## src/rtl/hs_pkg.sv

```systemverilog
package hs_pkg;

    typedef enum logic [1:0] {
        PS_OFF       = 2'd0,
        PS_WAIT_CARD = 2'd1,
        PS_TIMING    = 2'd2,
        PS_RUN       = 2'd3
    } pstate_e;

    typedef struct packed {
        logic host5_ok;
        logic host3_ok;
        logic card5_ok;
        logic card3_ok;
        logic sel_a_n;
        logic sel_b_n;
        logic pwr_en;
        logic strap_3v3;
        logic hrst_n;
        logic trip;
    } mon_s;

    localparam int MON_W = $bits(mon_s);

    // safe values held by the synchronizers during reset
    localparam mon_s MON_SAFE = '{1'b0, 1'b0, 1'b0, 1'b0, 1'b1, 1'b1,
                                  1'b0, 1'b0, 1'b1, 1'b0};

    function automatic logic host_good(mon_s m);
        return m.strap_3v3 ? m.host3_ok : m.host5_ok;
    endfunction

    function automatic logic card_good(mon_s m);
        return m.card5_ok & m.card3_ok;
    endfunction

endpackage

```

## src/rtl/hs_sync.sv

```systemverilog
module hs_sync #(
    parameter int               W       = 1,
    parameter logic [W-1:0]     RST_VAL = '0
) (
    input  logic         clk,
    input  logic         rst,
    input  logic [W-1:0] d,
    output logic [W-1:0] q
);
    logic [W-1:0] stage1;
    logic [W-1:0] stage2;

    always_ff @(posedge clk) begin
        if (rst) begin
            stage1 <= RST_VAL;
            stage2 <= RST_VAL;
        end else begin
            stage1 <= d;
            stage2 <= stage1;
        end
    end

    assign q = stage2;
endmodule

```

## src/rtl/hs_hrst_filter.sv

```systemverilog
module hs_hrst_filter #(
    parameter int GLITCH_CYC = 2
) (
    input  logic clk,
    input  logic rst,
    input  logic hrst_n_s,
    output logic hreq
);
    localparam int CW = $clog2(GLITCH_CYC + 1);
    localparam logic [CW-1:0] LIMIT = CW'(GLITCH_CYC);

    logic [CW-1:0] low_cnt;

    always_ff @(posedge clk) begin
        if (rst || hrst_n_s) begin
            low_cnt <= '0;
        end else if (low_cnt != LIMIT) begin
            low_cnt <= low_cnt + 1'b1;
        end
    end

    assign hreq = (low_cnt == LIMIT);
endmodule

```

## src/rtl/hs_rst_timer.sv

```systemverilog
module hs_rst_timer #(
    parameter int RST_CYC = 7_500_000
) (
    input  logic clk,
    input  logic rst,
    input  logic clr,
    output logic done
);
    localparam int TW = $clog2(RST_CYC + 1);
    localparam logic [TW-1:0] LIMIT = TW'(RST_CYC);

    logic [TW-1:0] tcnt;

    always_ff @(posedge clk) begin
        if (rst || clr) begin
            tcnt <= '0;
        end else if (tcnt != LIMIT) begin
            tcnt <= tcnt + 1'b1;
        end
    end

    assign done = (tcnt == LIMIT);
endmodule

```

## src/rtl/hs_power_seq.sv

```systemverilog
module hs_power_seq
    import hs_pkg::*;
#(
    parameter int RST_CYC    = 7_500_000,
    parameter int GLITCH_CYC = 2
) (
    input  logic clk,
    input  logic rst,
    input  logic host5_ok,
    input  logic host3_ok,
    input  logic card5_ok,
    input  logic card3_ok,
    input  logic brd_sel_a_n,
    input  logic brd_sel_b_n,
    input  logic pwr_en,
    input  logic strap_3v3,
    input  logic host_rst_n,
    input  logic brk_trip,
    output logic gate3_en,
    output logic gate5_en,
    output logic drv_en_n,
    output logic healthy_n,
    output logic sig_valid_n,
    output logic lrst_n,
    output logic lrst
);
    mon_s        raw;
    mon_s        syn;
    logic [MON_W-1:0] syn_vec;

    assign raw = '{host5_ok, host3_ok, card5_ok, card3_ok, brd_sel_a_n,
                   brd_sel_b_n, pwr_en, strap_3v3, host_rst_n, brk_trip};

    hs_sync #(.W(MON_W), .RST_VAL(MON_SAFE)) u_sync (
        .clk (clk),
        .rst (rst),
        .d   (raw),
        .q   (syn_vec)
    );
    assign syn = mon_s'(syn_vec);

    logic hreq;
    hs_hrst_filter #(.GLITCH_CYC(GLITCH_CYC)) u_filt (
        .clk      (clk),
        .rst      (rst),
        .hrst_n_s (syn.hrst_n),
        .hreq     (hreq)
    );

    pstate_e state_q, state_d;
    logic    fault_q;
    logic    power_ok, card_ok, tmr_clr, tmr_done;

    assign power_ok = host_good(syn) & ~syn.sel_a_n & ~syn.sel_b_n
                    & syn.pwr_en & ~fault_q;
    assign card_ok  = card_good(syn);
    assign tmr_clr  = ~(power_ok & card_ok) | hreq;

    hs_rst_timer #(.RST_CYC(RST_CYC)) u_tmr (
        .clk  (clk),
        .rst  (rst),
        .clr  (tmr_clr),
        .done (tmr_done)
    );

    always_comb begin
        if (!power_ok)
            state_d = PS_OFF;
        else if (!card_ok)
            state_d = PS_WAIT_CARD;
        else if (hreq || !tmr_done)
            state_d = PS_TIMING;
        else
            state_d = PS_RUN;
    end

    always_ff @(posedge clk) begin
        if (rst) begin
            state_q <= PS_OFF;
            fault_q <= 1'b0;
        end else begin
            state_q <= state_d;
            if (!syn.pwr_en)
                fault_q <= 1'b0;
            else if (syn.trip && state_q != PS_OFF)
                fault_q <= 1'b1;
        end
    end

    logic gates_on, in_reset;
    assign gates_on    = (state_q != PS_OFF);
    assign in_reset    = (state_q != PS_RUN);

    assign gate3_en    = gates_on;
    assign gate5_en    = gates_on;
    assign drv_en_n    = ~gates_on;
    assign healthy_n   = ~(state_q == PS_TIMING || state_q == PS_RUN);
    assign sig_valid_n = in_reset;
    assign lrst_n      = ~in_reset;
    assign lrst        = in_reset;
endmodule

```

## config.mk

```make
export PLATFORM = sky130hd
export DESIGN_NAME = hs_power_seq
export DESIGN_NICKNAME = d
export VERILOG_FILES = /design/src/rtl/hs_pkg.sv /design/src/rtl/hs_sync.sv /design/src/rtl/hs_hrst_filter.sv /design/src/rtl/hs_rst_timer.sv /design/src/rtl/hs_power_seq.sv
export SDC_FILE = /design/constraint.sdc
export NUM_CORES = 1
export LEC_CHECK = 0
export BUFFER_PORTS_ARGS = -buffer_cell sky130_fd_sc_hd__buf_2
export CAP_MARGIN = 20
export CELL_PAD_IN_SITES_DETAIL_PLACEMENT = 1
export CELL_PAD_IN_SITES_GLOBAL_PLACEMENT = 1
export CORE_MARGIN = 2
export CORE_UTILIZATION = 47
export DETAILED_ROUTE_END_ITERATION = 10
export PLACE_DENSITY_LB_ADDON = 0.1
export SKIP_CTS_REPAIR_TIMING = 1
export SLEW_MARGIN = 15
export SYNTH_ARGS = -nofsm -noshare
export SYNTH_HDL_FRONTEND = slang
export SYNTH_SLANG_ARGS = --single-unit
```

## constraint.sdc

```tcl
create_clock -name clk -period 5.1 [get_ports clk]
set_clock_uncertainty 0.1 [all_clocks]
set_input_delay 0.255 -clock clk [delete_from_list [all_inputs] [get_ports clk]]
set_output_delay 0.255 -clock clk [all_outputs]
set_load 0.05 [all_outputs]
```

# Word-level counts from Yosys, hierarchy flattened
# Index checks and enable logic that the tools add are counted.
[totals]
ff_bits = 48
latchBits = 0
mem_bits_rw = 0
mem_bits_ro = 0
in_bits = 12
word_cells = 46
n_memories = 0
[op_classes]
n_addsub = 2
mul = 0
div_mod_pow = 0
n_lt_le_gt_ge = 0
n_eq_ne = 7
shift = 0
n_mux = 3
n_bitwise = 17
reduce_logical = 10
[op_table]
columns = ["op", "count"]
rows = [
  ["23-bit by 1-bit adder with 23-bit output (second input constant)", 1],
  ["23-bit == test (second input constant)", 1],
  ["23-bit != test (second input constant)", 1],
  ["1-bit inverter", 10],
  ["1-bit bitwise AND", 6],
  ["2-bit == test (second input constant)", 3],
  ["1-bit logical OR", 4],
  ["2-bit != test (second input constant)", 2],
  ["2-bit OR reduction", 2],
  ["1-bit two-way mux", 3],
  ["3-bit OR reduction", 1],
  ["2-bit by 1-bit adder with 2-bit output (second input constant)", 1],
  ["2-bit nonzero test", 1],
  ["1-bit logical AND", 1],
  ["1-bit logical NOT", 1],
  ["1-bit bitwise OR", 1],
]

# Logic depth before layout (Yosys ltp)
[depth]
word_depth = 9
depth_mapped = 8
mapped_depth_nobuf = 7

# Hierarchy
# Synthesis repeated with hierarchy kept, for this count alone.
[hier_totals]
hier_cells = 214
hier_area_um2 = 1966.9
[by_module_without_submodules]
columns = ["module", "n_inst", "cells_per_inst", "area_each_um2"]
rows = [
  ["hs_rst_timer", 1, 140, 1141.1],
  ["hs_sync", 1, 42, 541.8],
  ["hs_power_seq", 1, 22, 178.9],
  ["hs_hrst_filter", 1, 10, 105.1],
]

# Least setup slack after synthesis
# Ideal clock, no wire load.
[synth_timing]
path_kind = "flip-flop to flip-flop"
startpoint = "reg u_tmr.tcnt[0]"
endpoint = "reg u_tmr.tcnt[10]"
setup_time_ns = 0.070
arrival_ns = 1.575
required_ns = 4.930
slack_ns = 3.355
stages_incl_launch_ff = 9
period_less_slack_ns = 1.745
cell_sequence = "dfxtp_1 > inv_1 > ha_1 > nand2_1 > nor4_1 > and4_1 > clkbuf_1 > or4_1 > a21oi_1"
[synth_between]
elab_chain_len = 1
word_cells_on_any_way = 2
classes_between = "add/sub (1); eq/ne (1)"
[synth_rtl]
columns = ["element", "line_no", "source"]
rows = [
  ["start, declared", "hs_rst_timer.sv:12", "logic [TW-1:0] tcnt;"],
  ["start signal, assigned", "hs_rst_timer.sv:18", "tcnt <= tcnt + 1'b1;"],
  ["23-bit by 1-bit adder with 23-bit output / 23-bit != test (equally long branches)", "hs_rst_timer.sv:18, hs_rst_timer.sv:17", ""],
]
# Several ways; a longest one is shown, not always the timed one.
# A chain may end at the register's enable or synchronous reset.

# Worst setup path after layout
[layout_timing]
startpoint = "reg u_tmr.tcnt[1]"
endpoint = "reg u_tmr.tcnt[22]"
# The elaborated chain is that of the path after synthesis.

==> impl_metrics.csv <==
group,metric,value,unit
status,status,"finished, final reports clean",
synthesis,ys_types,29,
layout,diodes,0,
synthesis,synth_area_leader_cell,"dfxtp_1",
die,chipWidth,66.05,um
layout,final_common_cell,"dfxtp_1",
place,dp.cells,247,
die,initial_core_util,0.4905,
global_routing,grt_pass1_wl,6106,um
routing,post_drt_via_cell_ratio,5.067,
routing,firstDrtPassIters,2,
die,core,0.003689,mm^2
place,io_buffers,18,
sta,setup_ws,3.084,ns
die,die_h,66.05,um
critical_path,startpoint_type,"register",
place,globalplace.congestion,0.8005,
sta,drv_slew,0,
critical_path,critPathKind,"reg2reg",
die,dieArea,0.004362,mm^2
routing,wire_per_inst,13.24,um
synthesis,syn_nets,203,
sta,slew_headroom,0.5206,
place,pre_cts_ws,3.110,ns
sta,setup_viol,0,
sta,worst_slew_pin_slew,0.7174,ns
sta,max_freq,496.1,MHz
run,cap_violations,0,
layout,area_delta_synth_final,11.83,%
global_routing,grt_pass1_vias,1383,
hold_path,hp-class,"in2reg",
die,rows,22,
layout,nets,221,
synthesis,syn_area_per_cell,9.624,um^2
pwr,p_per_area,312.0,mW/mm^2
sta,finalHoldViolCount,0,
synthesis,ys_top_cells_by_area,"dfxtp_1 53%, xor2_1 7.3%, nor2_1 5.4%",
clock_tree,ctsHtreeMaxLevel,2,
synthesis,netlist_area,0.001809,mm^2
pwr,irDropWorstVdd,0.0001896,V
layout,layout.cells.non_filler,255,
critical_path,crit_arrival,2.08,ns
pwr,p_leak,0.7022,nW
place,dp_hpwl,2517,um
die,ios,19,
clock_tree,cts_root_buffer,"clkbuf_8",
layout,drive_above_1_share,0.1836,
synthesis,ys_seq_area_frac,0.5311,
synthesis,synth-seq-cells,48,
clock_tree,cts_buffers,5,
sta,period_share,0.3952,
clock_tree,cts_sinks,48,
synthesis,ys.warnings.count,0,
critical_path,cp.required,5.16,ns
layout,final_util,0.5485,
routing,ant_nets,0,
global_routing,overflow,0,
clock_tree,clkLatencyLatePin,0.29,ns
critical_path,crit_fanout,5,
global_routing,antenna_found_initial,0,
global_routing,grt_max_degree,24,
critical_path,rrSetupSlack,3.08,ns
sta,grt_setup_unrepaired,"no",
global_routing,grt_usage,0.1858,
routing,drc_errors,0,
clock_tree,clkTransAtPathRegs,0.09,ns
routing,drt_iter0_drc,41,
routing,via_count,1292,
layout,final_cell_mix,"48 x dfxtp_1, 26 x nor2_1, 18 x buf_2, 15 x xor2_1, 14 x nor2b_1",
synthesis,synth_top_area_frac,0.5311,
synthesis,syn_inst,188,
clock_tree,cts_tree,"built",
sta,finalSetupTns,0,ns
routing,wirelength,3377,um
clock_tree,cts_buffer_depth,2,
critical_path,cp-end-kind,"register",
sta,min_period,2.016,ns
[final cells by class]
type / count / area [um^2]
fill: 439 / 1665
sequential: 48 / 960.9
multi-input combinational: 126 / 788.3
timing repair buffer: 18 / 90.09
clock buffer: 6 / 82.58
tap: 48 / 60.06
inverter: 7 / 26.28
clock inverter: 2 / 15.01
[Yosys cell counts]
cell type,number
nand3_2,1
or3_4,1
nand2b_1,1
ha_1,3
nor4_2,2
nand2_1,11
or3_1,1
o31ai_1,1
and3_1,1
inv_1,7
or2b_1,1
nor4b_1,1
nor3_1,4
and4_1,2
nor2_1,26
xnor2_1,6
nand3_1,8
a21oi_1,5
or4_1,1
or2_2,7
xor2_1,15
mux2i_1,2
dfxtp_1,48
or3b_2,1
nor2b_1,14
nor4_1,5
clkbuf_1,5
buf_4,2
nand4_1,6
[path summary, 6_finish.rpt]
kind               startpoint                to  cells past startpoint
min                host_rst_n  u_sync.stage1[1]                      2
max reg2reg     u_tmr.tcnt[1]    u_tmr.tcnt[22]                      6
max             u_tmr.tcnt[1]    u_tmr.tcnt[22]                      6
min reg2reg  u_sync.stage1[4]       u_sync.q[4]                      1
[critical path: stages, from the launching register on]
cell and delay [ns]:
dfxtp_1 0.41, ha_1 0.25, nand2_1 0.12, nor4_2 0.58
nand4_1 0.20, xor2_1 0.18, nor2_1 0.05
[metrics by stage]
step | hold slack [ns] | area (um^2) | power, mW
floorplan | 0.2266 | 1809 | 0.4003
global placement | 0.2925 | 1926 | 0.4048
detailed placement | 0.2992 | 1926 | 0.4063
CTS | 0.02938 | 2023 | 0.6411
global route | 0.02871 | 2023 | 0.6578
finish | 0.03864 | 2023 | 0.6312
[sequential cells by signal, summed over array words and instances, names as in the netlist]
name / flops
u_tmr.tcnt: 23
u_sync.q: 10
u_sync.stage1: 10
state_q: 2
u_filt.low_cnt: 2
fault_q: 1
[routing by layer]
layer  vias to the layer above  track usage  part of all wire
met3                         5      0.04770             0.024
li1                        650            -                 -
met4                         0      0.08418             0.011
met1                       622       0.1981              0.43
met2                        15       0.3409              0.54
met5                         -            0                 0
[report_power, final]
part           internal, mW  switching, mW
combinational       0.00770        0.00525
clock                 0.110          0.125
sequential            0.382        0.00190
[cells by family (layout without fill, tap and decap cells)]
| family | Yosys count | count (layout) | share of synthesized area |
|---|---|---|---|
| and+or+nand+nor | 94 | 94 | 0.2842 |
| AOI/OAI and AO/OA | 6 | 6 | 0.01798 |
| muxes | 2 | 2 | 0.01107 |
| buffers and inverters | 14 | 33 | 0.03320 |
| DFF | 48 | 48 | 0.5311 |
| adders and majority gates | 3 | 3 | 0.02075 |
| xor gates and xnor gates | 21 | 21 | 0.1017 |
(Power assumes the default switching activity.)
